$ cat src/rtl/gpio_irq_pkg.sv
package gpio_irq_pkg;

    localparam int ADDR_W = 12;

    localparam logic [ADDR_W-1:0] OFS_SENSE  = 12'h404;
    localparam logic [ADDR_W-1:0] OFS_BOTH   = 12'h408;
    localparam logic [ADDR_W-1:0] OFS_EVENT  = 12'h40C;
    localparam logic [ADDR_W-1:0] OFS_MASK   = 12'h410;
    localparam logic [ADDR_W-1:0] OFS_RAW    = 12'h414;
    localparam logic [ADDR_W-1:0] OFS_MASKED = 12'h418;
    localparam logic [ADDR_W-1:0] OFS_CLEAR  = 12'h41C;

    typedef enum logic [2:0] {
        SEL_NONE,
        SEL_SENSE,
        SEL_BOTH,
        SEL_EVENT,
        SEL_MASK,
        SEL_RAW,
        SEL_MASKED,
        SEL_CLEAR
    } reg_sel_e;

    function automatic reg_sel_e decode_ofs(input logic [ADDR_W-1:0] ofs);
        reg_sel_e sel;
        case (ofs)
            OFS_SENSE:  sel = SEL_SENSE;
            OFS_BOTH:   sel = SEL_BOTH;
            OFS_EVENT:  sel = SEL_EVENT;
            OFS_MASK:   sel = SEL_MASK;
            OFS_RAW:    sel = SEL_RAW;
            OFS_MASKED: sel = SEL_MASKED;
            OFS_CLEAR:  sel = SEL_CLEAR;
            default:    sel = SEL_NONE;
        endcase
        return sel;
    endfunction

endpackage

$ cat src/rtl/gpio_irq_regs.sv
module gpio_irq_regs
    import gpio_irq_pkg::*;
#(
    parameter int NUM_PINS = 8
) (
    input  logic                clk,
    input  logic                rst,
    input  logic                bus_wr,
    input  logic [ADDR_W-1:0]   bus_addr,
    input  logic [NUM_PINS-1:0] bus_wdata,
    output logic [NUM_PINS-1:0] bus_rdata,
    input  logic [NUM_PINS-1:0] raw_status,
    output logic [NUM_PINS-1:0] sense_q,
    output logic [NUM_PINS-1:0] both_q,
    output logic [NUM_PINS-1:0] event_q,
    output logic [NUM_PINS-1:0] mask_q,
    output logic [NUM_PINS-1:0] clr_vec
);

    reg_sel_e sel;

    assign sel = decode_ofs(bus_addr);

    always_ff @(posedge clk) begin
        if (rst) begin
            sense_q <= '0;
            both_q  <= '0;
            event_q <= '0;
            mask_q  <= '0;
        end else if (bus_wr) begin
            case (sel)
                SEL_SENSE: sense_q <= bus_wdata;
                SEL_BOTH:  both_q  <= bus_wdata;
                SEL_EVENT: event_q <= bus_wdata;
                SEL_MASK:  mask_q  <= bus_wdata;
                default: ;
            endcase
        end
    end

    assign clr_vec = (bus_wr && sel == SEL_CLEAR) ? bus_wdata : '0;

    always_comb begin
        case (sel)
            SEL_SENSE:  bus_rdata = sense_q;
            SEL_BOTH:   bus_rdata = both_q;
            SEL_EVENT:  bus_rdata = event_q;
            SEL_MASK:   bus_rdata = mask_q;
            SEL_RAW:    bus_rdata = raw_status;
            SEL_MASKED: bus_rdata = raw_status & mask_q;
            default:    bus_rdata = '0;
        endcase
    end

    AST_MASK_WRITE_LANDS: assert property (@(posedge clk) disable iff (rst)
        (bus_wr && bus_addr == OFS_MASK) |=> (mask_q == $past(bus_wdata)));

endmodule

$ cat src/rtl/gpio_irq_detect.sv
module gpio_irq_detect #(
    parameter int NUM_PINS = 8
) (
    input  logic                clk,
    input  logic                rst,
    input  logic [NUM_PINS-1:0] pin_level,
    input  logic [NUM_PINS-1:0] pin_is_input,
    input  logic [NUM_PINS-1:0] sense_q,
    input  logic [NUM_PINS-1:0] both_q,
    input  logic [NUM_PINS-1:0] event_q,
    output logic [NUM_PINS-1:0] prev_q,
    output logic [NUM_PINS-1:0] set_vec
);

    always_ff @(posedge clk) begin
        if (rst) prev_q <= '0;
        else     prev_q <= pin_level;
    end

    for (genvar i = 0; i < NUM_PINS; i++) begin : g_pin
        logic changed;
        logic at_event;
        logic edge_hit;

        assign changed  = pin_level[i] ^ prev_q[i];
        assign at_event = ~(pin_level[i] ^ event_q[i]);
        assign edge_hit = changed & (both_q[i] | at_event);
        assign set_vec[i] = pin_is_input[i] & (sense_q[i] ? at_event : edge_hit);
    end

endmodule

$ cat src/rtl/gpio_irq_status.sv
module gpio_irq_status #(
    parameter int NUM_PINS = 8
) (
    input  logic                clk,
    input  logic                rst,
    input  logic [NUM_PINS-1:0] set_vec,
    input  logic [NUM_PINS-1:0] clr_vec,
    input  logic [NUM_PINS-1:0] mask_q,
    output logic [NUM_PINS-1:0] raw_q,
    output logic                irq_out
);

    always_ff @(posedge clk) begin
        if (rst) raw_q <= '0;
        else     raw_q <= (raw_q & ~clr_vec) | set_vec;
    end

    assign irq_out = |(raw_q & mask_q);

    AST_SET_BEATS_CLEAR: assert property (@(posedge clk) disable iff (rst)
        (|(set_vec & clr_vec)) |=> ((raw_q & $past(set_vec & clr_vec)) == $past(set_vec & clr_vec)));

    AST_UNCLEARED_HOLD: assert property (@(posedge clk) disable iff (rst)
        1'b1 |=> ((($past(raw_q) & ~$past(clr_vec)) & ~raw_q) == '0));

    AST_MASKED_OFF_QUIET: assert property (@(posedge clk) disable iff (rst)
        (mask_q == '0) |-> !irq_out);

endmodule

$ cat src/rtl/gpio_irq_ctrl.sv
module gpio_irq_ctrl
    import gpio_irq_pkg::*;
#(
    parameter int NUM_PINS = 8
) (
    input  logic                clk,
    input  logic                rst,
    input  logic                bus_wr,
    input  logic [ADDR_W-1:0]   bus_addr,
    input  logic [NUM_PINS-1:0] bus_wdata,
    output logic [NUM_PINS-1:0] bus_rdata,
    input  logic [NUM_PINS-1:0] pin_level,
    input  logic [NUM_PINS-1:0] pin_is_input,
    output logic                irq_out
);

    logic [NUM_PINS-1:0] sense_q, both_q, event_q, mask_q;
    logic [NUM_PINS-1:0] clr_vec, set_vec, prev_q, raw_q;

    gpio_irq_regs #(.NUM_PINS(NUM_PINS)) i_regs (
        .clk        (clk),
        .rst        (rst),
        .bus_wr     (bus_wr),
        .bus_addr   (bus_addr),
        .bus_wdata  (bus_wdata),
        .bus_rdata  (bus_rdata),
        .raw_status (raw_q),
        .sense_q    (sense_q),
        .both_q     (both_q),
        .event_q    (event_q),
        .mask_q     (mask_q),
        .clr_vec    (clr_vec)
    );

    gpio_irq_detect #(.NUM_PINS(NUM_PINS)) i_detect (
        .clk          (clk),
        .rst          (rst),
        .pin_level    (pin_level),
        .pin_is_input (pin_is_input),
        .sense_q      (sense_q),
        .both_q       (both_q),
        .event_q      (event_q),
        .prev_q       (prev_q),
        .set_vec      (set_vec)
    );

    gpio_irq_status #(.NUM_PINS(NUM_PINS)) i_status (
        .clk     (clk),
        .rst     (rst),
        .set_vec (set_vec),
        .clr_vec (clr_vec),
        .mask_q  (mask_q),
        .raw_q   (raw_q),
        .irq_out (irq_out)
    );

    AST_ONLY_INPUTS_RAISE: assert property (@(posedge clk) disable iff (rst)
        1'b1 |=> ((raw_q & ~$past(raw_q) & ~$past(pin_is_input)) == '0));

    AST_EDGE_NEEDS_CHANGE: assert property (@(posedge clk) disable iff (rst)
        1'b1 |=> ((raw_q & ~$past(raw_q) & ~$past(sense_q)
                   & ~($past(pin_level) ^ $past(prev_q))) == '0));

endmodule

$ cat config.mk
export PLATFORM = sky130hd
export DESIGN_NAME = gpio_irq_ctrl
export DESIGN_NICKNAME = d
export VERILOG_FILES = /design/src/rtl/gpio_irq_pkg.sv /design/src/rtl/gpio_irq_regs.sv /design/src/rtl/gpio_irq_detect.sv /design/src/rtl/gpio_irq_status.sv /design/src/rtl/gpio_irq_ctrl.sv
export SDC_FILE = /design/constraint.sdc
export NUM_CORES = 1
export LEC_CHECK = 0
export CAP_MARGIN = 20
export CELL_PAD_IN_SITES_DETAIL_PLACEMENT = 1
export CELL_PAD_IN_SITES_GLOBAL_PLACEMENT = 1
export CORE_ASPECT_RATIO = 0.9
export CORE_MARGIN = 2
export CORE_UTILIZATION = 35
export DETAILED_ROUTE_END_ITERATION = 10
export PLACE_DENSITY = 0.72
export SYNTH_ARGS = -nofsm -noshare
export SYNTH_HDL_FRONTEND = slang
export SYNTH_HIERARCHICAL = 1
export SYNTH_SLANG_ARGS = --single-unit
$ cat constraint.sdc
create_clock -name clk -period 1.8 [get_ports clk]
set_clock_uncertainty 0.05 [all_clocks]
set_input_delay 0.18 -clock clk [delete_from_list [all_inputs] [get_ports clk]]
set_output_delay 0.18 -clock clk [all_outputs]
set_load 0.05 [all_outputs]
Word level (Yosys, flattened, before mapping) --
Index checks and enable logic that the tools add are counted.
Operators by class: multiplexer cells 11, order comparisons 0, bitwise operators 52, reduce and logical (&&, ||, !) cells 6, eq/ne operators 14, $add $sub $neg 0, div/mod/pow operators 0, $mul 0, shift-type cells 0
Operators with widths (count):
- equality test 12 x 11 -> 1 bit (second input constant) | 7
- one-hot mux 8 bit (6 select lines) | 1
- one-hot mux 3 bit (7 select lines) | 1
- bitwise AND 1 bit | 16
- bitwise AND 8 bit | 2
- bitwise XOR 1 bit | 16
- equality test 3 bit (second input constant) | 4
- two-way mux 1 bit | 8
- two-way mux 8 bit | 1
- NOT 1 bit | 8
- NOT 8 bit | 1
- bitwise OR 1 bit | 8
- bitwise OR 8 bit | 1
- AND reduction 2 bit | 4
- OR reduction 8 bit | 1
- equality test 3 x 2 -> 1 bit (second input constant) | 2
- equality test 3 x 1 -> 1 bit (second input constant) | 1
- logical AND 1 bit | 1
Word-level totals: logic and storage cells 89, memories 0, bits in latches 0, bits in read-only memories 0, register bits after elaboration 48, output and inout port bits 9, bits of input ports 39, RAM bits 0

Depth between registers and ports, before layout --
Gate-level depths: netlist (run 1).
depth in word-level cells 8, gate-level depth with buffers 8, mapped depth without buffers 6

Hierarchy --
Netlist (run 1), hierarchy kept.
By module, submodules not included:
- gpio_irq_regs | times used 1, area an instance 1767.9 sq um, sequential area each 640.6 sq um, cells an instance 192
- gpio_irq_detect | times used 1, area an instance 493.0 sq um, sequential area each 160.2 sq um, cells an instance 48
- gpio_irq_status | times used 1, area an instance 321.6 sq um, sequential area each 160.2 sq um, cells an instance 38

Least setup slack after synthesis (run 1) --
No wires, ideal clock.
path type input-to-output, start point in bus_addr[9], end point out bus_rdata[0], arrival 1.675 ns, cell stages on the path 3, data required time 1.570 ns, buffers on the path 0, slack -0.105 ns, path through nor4b_4 nand4_1 o2bb2ai_1
On the way: cells in the longest elaborated chain, start to end 4, elaborated cells on any way between the ends 15, those cells by class 13 x eq/ne; 2 x mux
Ends and longest elaborated chain:
- from (decl) | RTL line gpio_irq_ctrl.sv:9 | input logic [ADDR_W-1:0] bus_addr,
- equality test 12 x 11 -> 1 bit | RTL line gpio_irq_pkg.sv:26 | case (ofs)
- one-hot mux 3 bit (7 select lines) * | RTL line gpio_irq_pkg.sv:26
- equality test 3 bit, or another cell as far along | RTL line gpio_irq_regs.sv:44 | case (sel)
- one-hot mux 8 bit (6 select lines) * | RTL line gpio_irq_regs.sv:44
- to (decl) | RTL line gpio_irq_ctrl.sv:11 | output logic [NUM_PINS-1:0] bus_rdata,
Mark *: on every way between the ends. The rest lies on a longest branch, timed or not.

Worst setup path in the final report (run 1) --
start point in bus_addr[10], end point out bus_rdata[6]
Same word-level chain as after synthesis.

==> results.json, run 1 <==
{
  "post-place-ws_ns": -0.532,
  "setup_violations": 2,
  "reg2reg_setup_slack_ns": 0.74,
  "rsz0062_at_grt": "true",
  "die_w_um": 94.5,
  "worstHoldStart": "bus_addr[5]",
  "r2r_start": "i_regs/both_q[4]",
  "cts-root-buf": "clkbuf_8",
  "syn_avg_cell_area_um2": 9.29,
  "endpoint": "bus_rdata[6]",
  "seq_area_frac_synth_pct": 37.2,
  "die_h_um": 85.5,
  "drt_pass1_iterations": 4,
  "worstMarginPinSlew_ns": 0.352,
  "synthesis.area_um2": 2580,
  "wl_per_cell_um": 17.6,
  "grt_usage_pct": 20.1,
  "grt_pass1_vias": 2573,
  "core-area_um2": 7110,
  "drt-total-wl_um": 8040,
  "synth_edf_count": 0,
  "synth_top_cell_by_area": "dfxtp_1",
  "relSlewSlack_pct": 76.2,
  "seqCellArea_um2": 963,
  "start_kind": "input port",
  "drtIter0Drc": 137,
  "diodes": 0,
  "rows": 29,
  "vias": 2452,
  "max-vdd-ir-drop_uv": 347,
  "gp_congestion": 0.832,
  "cp-startpoint": "bus_addr[10]",
  "yosysTopAreaCellShare_pct": 37.2,
  "dp_hpwl_um": 5670,
  "setup_tns_ns": -0.00253,
  "r2r_end": "i_status/raw_q[4]",
  "cts_hold_buffers": 0,
  "synth_most_common_cell": "dfxtp_1",
  "drc_errors": 0,
  "hold_class": "in2reg",
  "htreeDepth": 2,
  "critPathArrivalTime_ns": 1.57,
  "p_leak_uw": 0.00158,
  "initial_core_util_pct": 36.3,
  "crit_required_ns": 1.57,
  "worstSkewPairLatency_ns": 0.30,
  "violations": "negative setup slack",
  "fin_crit_sh_pct": 100,
  "async_flop_share_pct": 0,
  "ys_warn_count": 6,
  "fill_cells": 824,
  "grt_start_max_net_pins": 49,
  "synth_flop_cell": "dfxtp_1",
  "fmax_mhz": 555,
  "antenna_found_initial": 0,
  "fin_nets": 403,
  "holdWs_ns": 0.398,
  "endpoint_kind": "primary output",
  "yosys-top-cells-count": "dfxtp_1, mux2i_1, nor2_1",
  "critPathMaxFanout": 4,
  "clk_pin_slew_ns": 0.09,
  "layout-drive-gt1-share_pct": 26.6,
  "power_density_nw_per_um2": 550,
  "synth_seq_cells": 48,
  "grt_pass1_wl_um": 12700,
  "clock_sinks": 48,
  "setup_ws_ns": -0.00164,
  "ant_nets": 0,
  "utilization_pct": 51.7,
  "syn-num-nets": 317,
  "syn2layout_area_growth_pct": 42.4,
  "hold_viol_final": 0,
  "io_pins": 48,
  "synthTopCellsByArea": "dfxtp_1, mux2i_1, nor2_1",
  "status": "complete, but fails checks",
  "yosysUniqueCellTypes": 38,
  "multiInputGateArea_um2": 1600,
  "netlist_instances": 278,
  "die_area_um2": 8080,
  "reg2reg_depth": 4,
  "cts_tree": "yes",
  "cts-buffers-inserted": 5,
  "slew_violations": 0,
  "port_buffers": 47,
  "cts_buffer_depth": 2,
  "critical_path_class": "in2out",
  "period_minus_slack_ns": 1.80,
  "vias_per_cell": 5.37,
  "cap_violations": 0,
  "overflow": 0
}
[power by group]
part	total, uW	internal [uW]	switching (uW)
combinational	298	162	136
clock	627	264	364
sequential	1100	1080	15.5
total	2020	1510	515
[what timing repair did]
action | in CTS | in global routing
pin swaps | 11 | 12
endpoints found under the setup margin | 16 | 9
buffers inserted | 5 | 2
resized for setup | 61 | 15
gates cloned | 0 | 0
[critical path, cell delays in order]
cell and delay, ns:
buf_2 0.10, nor4b_4 0.12, buf_4 0.15, buf_6 0.12, and3_4 0.14, and3b_1 0.17
a221o_2 0.42, buf_12 0.16
[cell families after synthesis]
kind of cell / after synthesis / share of synthesized area, %
simple gates: 106 / 24.6
compound gates: 50 / 14.5
flops: 48 / 37.2
mux: 38 / 14.7
buf+inv: 20 / 3.54
xor+xnor: 16 / 5.43
[layer usage]
layer / wire [um] / up-vias / track usage (%) / share of wire (%)
li1: - / 1172 / - / -
met1: 3660 / 1207 / 27.6 / 46
met2: 3840 / 66 / 32.2 / 48
met3: 450 / 7 / 3.78 / 5.6
met4: 85 / 0 / 5.80 / 1.1
met5: 0 / - / 0 / 0
[cell usage in the layout (no fill, tap or decap), types with 2 or more instances in the layout]
cell type and instances:
dfxtp_1 46, mux2i_1 38, buf_4 37, nor2_1 35
clkdlybuf4s50_1 26, nor2b_1 17, a21oi_1 14, buf_12 10
a22oi_1 9, buf_6 9, xor2_1 8, xnor2_1 8
o221a_1 8, and2_1 8, inv_1 8, nand2b_1 8
nand2_1 7, o22ai_1 6, buf_2 6, clkbuf_8 5
nor2b_2 4, nand4_1 4, o2bb2ai_1 3, and3b_1 3
nand4_2 3, clkbuf_2 3, nor4b_4 2, o21ai_2 2
o32ai_2 2, a221o_2 2, a221o_1 2, nor3b_1 2
nor4bb_1 2, dfxtp_2 2
[per-stage QoR]
stage,cell area [um^2],power (uW),cells
final,3680,2020,457
after global routing,3680,2120,457
after CTS,3670,2050,455
after detailed placement,3490,1410,443
after global placement,3490,1400,443
after floorplan,2580,1230,278
[sequential cells by signal (all words and copies together) (netlist names)]
name	flops
i_detect/prev_q	8
i_regs/both_q	8
i_regs/event_q	8
i_regs/mask_q	8
i_regs/sense_q	8
i_status/raw_q	8
[worst min-delay path by stage]
stage	end	slack, ns	cells after the start
after floorplan	i_detect/prev_q[4]	0.20	1
after global placement	i_status/raw_q[2]	0.43	2
after detailed placement	i_status/raw_q[5]	0.44	2
after CTS	i_regs/sense_q[2]	0.42	6
after global routing	i_regs/sense_q[1]	0.43	6
final	i_regs/sense_q[2]	0.40	6
[area by class of cell]
| type | count | share of cell area (%) |
|---|---|---|
| Clock buffer | 5 | 1.87 |
| Clock inverter | 2 | 0.340 |
| Multi-Input combinational cell | 210 | 43.6 |
| Inverter | 8 | 0.817 |
| Sequential cell | 48 | 26.2 |
| Timing Repair Buffer | 91 | 24.1 |
| Tap cell | 93 | 3.16 |
(Power assumes the default switching activity.)
==> inputs of run 2 (changes only) <==
--- a/config.mk
+++ b/config.mk
@@ -11,6 +11,7 @@
 export CORE_ASPECT_RATIO = 0.9
 export CORE_MARGIN = 2
 export CORE_UTILIZATION = 35
+export CTS_CLUSTER_SIZE = 24
 export DETAILED_ROUTE_END_ITERATION = 10
 export PLACE_DENSITY = 0.72
 export SYNTH_ARGS = -nofsm -noshare
==> results of run 2 <==
The final DEF is identical to that of run 1; final timing and power are the same.
==> inputs of run 3 (changes only) <==
--- a/config.mk
+++ b/config.mk
@@ -14,6 +14,7 @@
 export CTS_CLUSTER_SIZE = 24
 export DETAILED_ROUTE_END_ITERATION = 10
 export PLACE_DENSITY = 0.72
+export SETUP_SLACK_MARGIN = 0.3
 export SYNTH_ARGS = -nofsm -noshare
 export SYNTH_HDL_FRONTEND = slang
 export SYNTH_HIERARCHICAL = 1
==> run 3 against run 2 <==
The flow still finishes with violations (negative setup slack); critical path type unchanged; core utilization grew 4.4 points; combinational power up 11%; global-route usage grew 1.2 points; final area rose by 8.5%; routed wire length rose by 6.5%; non-clock buffer count shrank 3; sequential cell count unchanged; largest cell class unchanged; final cell count fell by 0.44%; setup slack got worse by 0.030 ns.
==> results.json, run 3 (same netlist as run 1, synthesis figures left out) <==
{
  "setup_violations": 1,
  "endpoint_kind": "primary output",
  "clk_pin_slew_ns": 0.09,
  "fin_nets": 400,
  "cp_num_buf_inv": 3,
  "utilization_pct": 56.1,
  "die_h_um": 85.5,
  "overflow": 0,
  "vias_per_cell": 5.35,
  "drt-total-wl_um": 8560,
  "setup_ws_ns": -0.0316,
  "stdcell_count": 455,
  "final_cell_mix": "dfxtp_1, mux2i_1, nor2_1",
  "grt_pass1_wl_um": 13300,
  "cts_tree": "yes",
  "io_pins": 48,
  "multiInputGateArea_um2": 1840,
  "relSlewSlack_pct": 77.7,
  "slew_violations": 0,
  "crit_required_ns": 1.57,
  "initial_core_util_pct": 36.3,
  "max-vdd-ir-drop_uv": 293,
  "grt_start_max_net_pins": 49,
  "clock_sinks": 48,
  "syn2layout_area_growth_pct": 54.5,
  "worstMarginPinSlew_ns": 0.330,
  "fmax_mhz": 546,
  "hold_class": "in2reg",
  "wl_per_cell_um": 18.8,
  "dp_hpwl_um": 5650,
  "fin_crit_sh_pct": 102,
  "ant_nets": 0,
  "period_minus_slack_ns": 1.83,
  "cts_buffer_depth": 2,
  "htreeDepth": 2,
  "cts-root-buf": "clkbuf_8",
  "critPathMaxFanout": 4,
  "violations": "negative setup slack",
  "die_area_um2": 8080,
  "drtIter0Drc": 128,
  "setup_tns_ns": -0.0316,
  "seqCellArea_um2": 963,
  "port_buffers": 47,
  "layout-drive-gt1-share_pct": 34.8,
  "critPathSlowestCell": "a221o_2",
  "cp_top_family": "compound AO/OA/AOI/OAI gates",
  "drc_errors": 0,
  "cap_violations": 0,
  "antenna_found_initial": 0,
  "drt_pass1_iterations": 4,
  "hold_viol_final": 0,
  "grt_pass1_vias": 2572,
  "start_kind": "input port",
  "power_density_nw_per_um2": 570,
  "cts-buffers-inserted": 5,
  "final_common_cell": "dfxtp_1",
  "grt_usage_pct": 21.3,
  "post-place-ws_ns": -0.389,
  "diodes": 0,
  "max_stage_delay_ns": 0.38,
  "core-area_um2": 7110,
  "worstSkewPairLatency_ns": 0.31,
  "die_w_um": 94.5,
  "p_leak_uw": 0.00169,
  "status": "complete, but fails checks",
  "dp_cells": 440,
  "gp_congestion": 0.798,
  "rows": 29,
  "rsz0062_at_grt": "true",
  "fin_total_pwr_uw": 2270,
  "crit_chain": "clkdlybuf4s15_2 > nor2b_4 > buf_4 > a22oi_1 > o22ai_1 > a221o_2 > buf_12",
  "critPathArrivalTime_ns": 1.60,
  "vias": 2436,
  "critical_path_class": "in2out",
  "fill_cells": 794
}
==> run 3: cell count changes in the layout (fill, tap and decap cells not counted), moves of 4 or more <==
cell,change
o2bb2ai_4,+4
nor2b_4,+5
buf_4,-6
a21oi_2,+8
nand2b_1,-6
and2_1,-7
a21oi_1,-8
and2_4,+7
o22ai_1,-4
nand2b_4,+6
o22ai_2,+4
clkdlybuf4s15_2,+4
==> run 3: area by class of cell <==
cell class                      instances  area share (%)
Clock buffer                            6            2.07
Sequential cell                        48            24.1
Timing Repair Buffer                   88            23.0
Inverter                                8           0.753
Tap cell                               93            2.92
Multi-Input combinational cell        210            46.1
Clock inverter                          2           0.972
==> run 3: final timing paths <==
check,cells past startpoint,slack (ns),from,to
min reg2reg,2,0.46,i_status/raw_q[2],i_status/raw_q[2]
min,3,0.24,rst,i_status/raw_q[2]
max reg2reg,4,0.73,i_regs/both_q[0],i_status/raw_q[0]
max,7,-0.03,bus_addr[4],bus_rdata[7]
==> run 3: where the power goes <==
| part | internal [uW] | switching, uW | total [uW] |
|---|---|---|---|
| Clock | 455 | 388 | 843 |
| Combinational | 175 | 155 | 330 |
| Sequential | 1080 | 19.7 | 1100 |
==> run 3: per-layer routing <==
layer / part of all wire (%) / global-route usage, % / vias up
met4: 2.2 / 6.85 / 0
met5: 0 / 0 / -
met1: 46 / 28.6 / 1203
li1: - / - / 1163
met2: 47 / 35.2 / 55
met3: 4.1 / 3.34 / 15
==> run 3: worst reg2reg max path, stage by stage, from the launching register on <==
cell and delay (ns):
dfxtp_1 0.40, nor2b_1 0.19, o221a_1 0.21, inv_1 0.05, a21oi_2 0.11
==> run 3: timing repair <==
| action | CTS | global route |
|---|---|---|
| setup endpoints to repair | 49 | 41 |
| hold buffers | 0 | 0 |
| buffers inserted | 3 | 4 |
| pin swaps | 17 | 14 |
| resized for setup | 77 | 34 |
==> run 3: through the flow <==
| stage | area [um^2] | hold WS [ns] |
|---|---|---|
| global route | 3990 | 0.255 |
| detailed placement | 3510 | 0.439 |
| CTS | 3810 | 0.245 |
| finish | 3990 | 0.245 |
| global placement | 3510 | 0.437 |
| floorplan | 2640 | 0.196 |
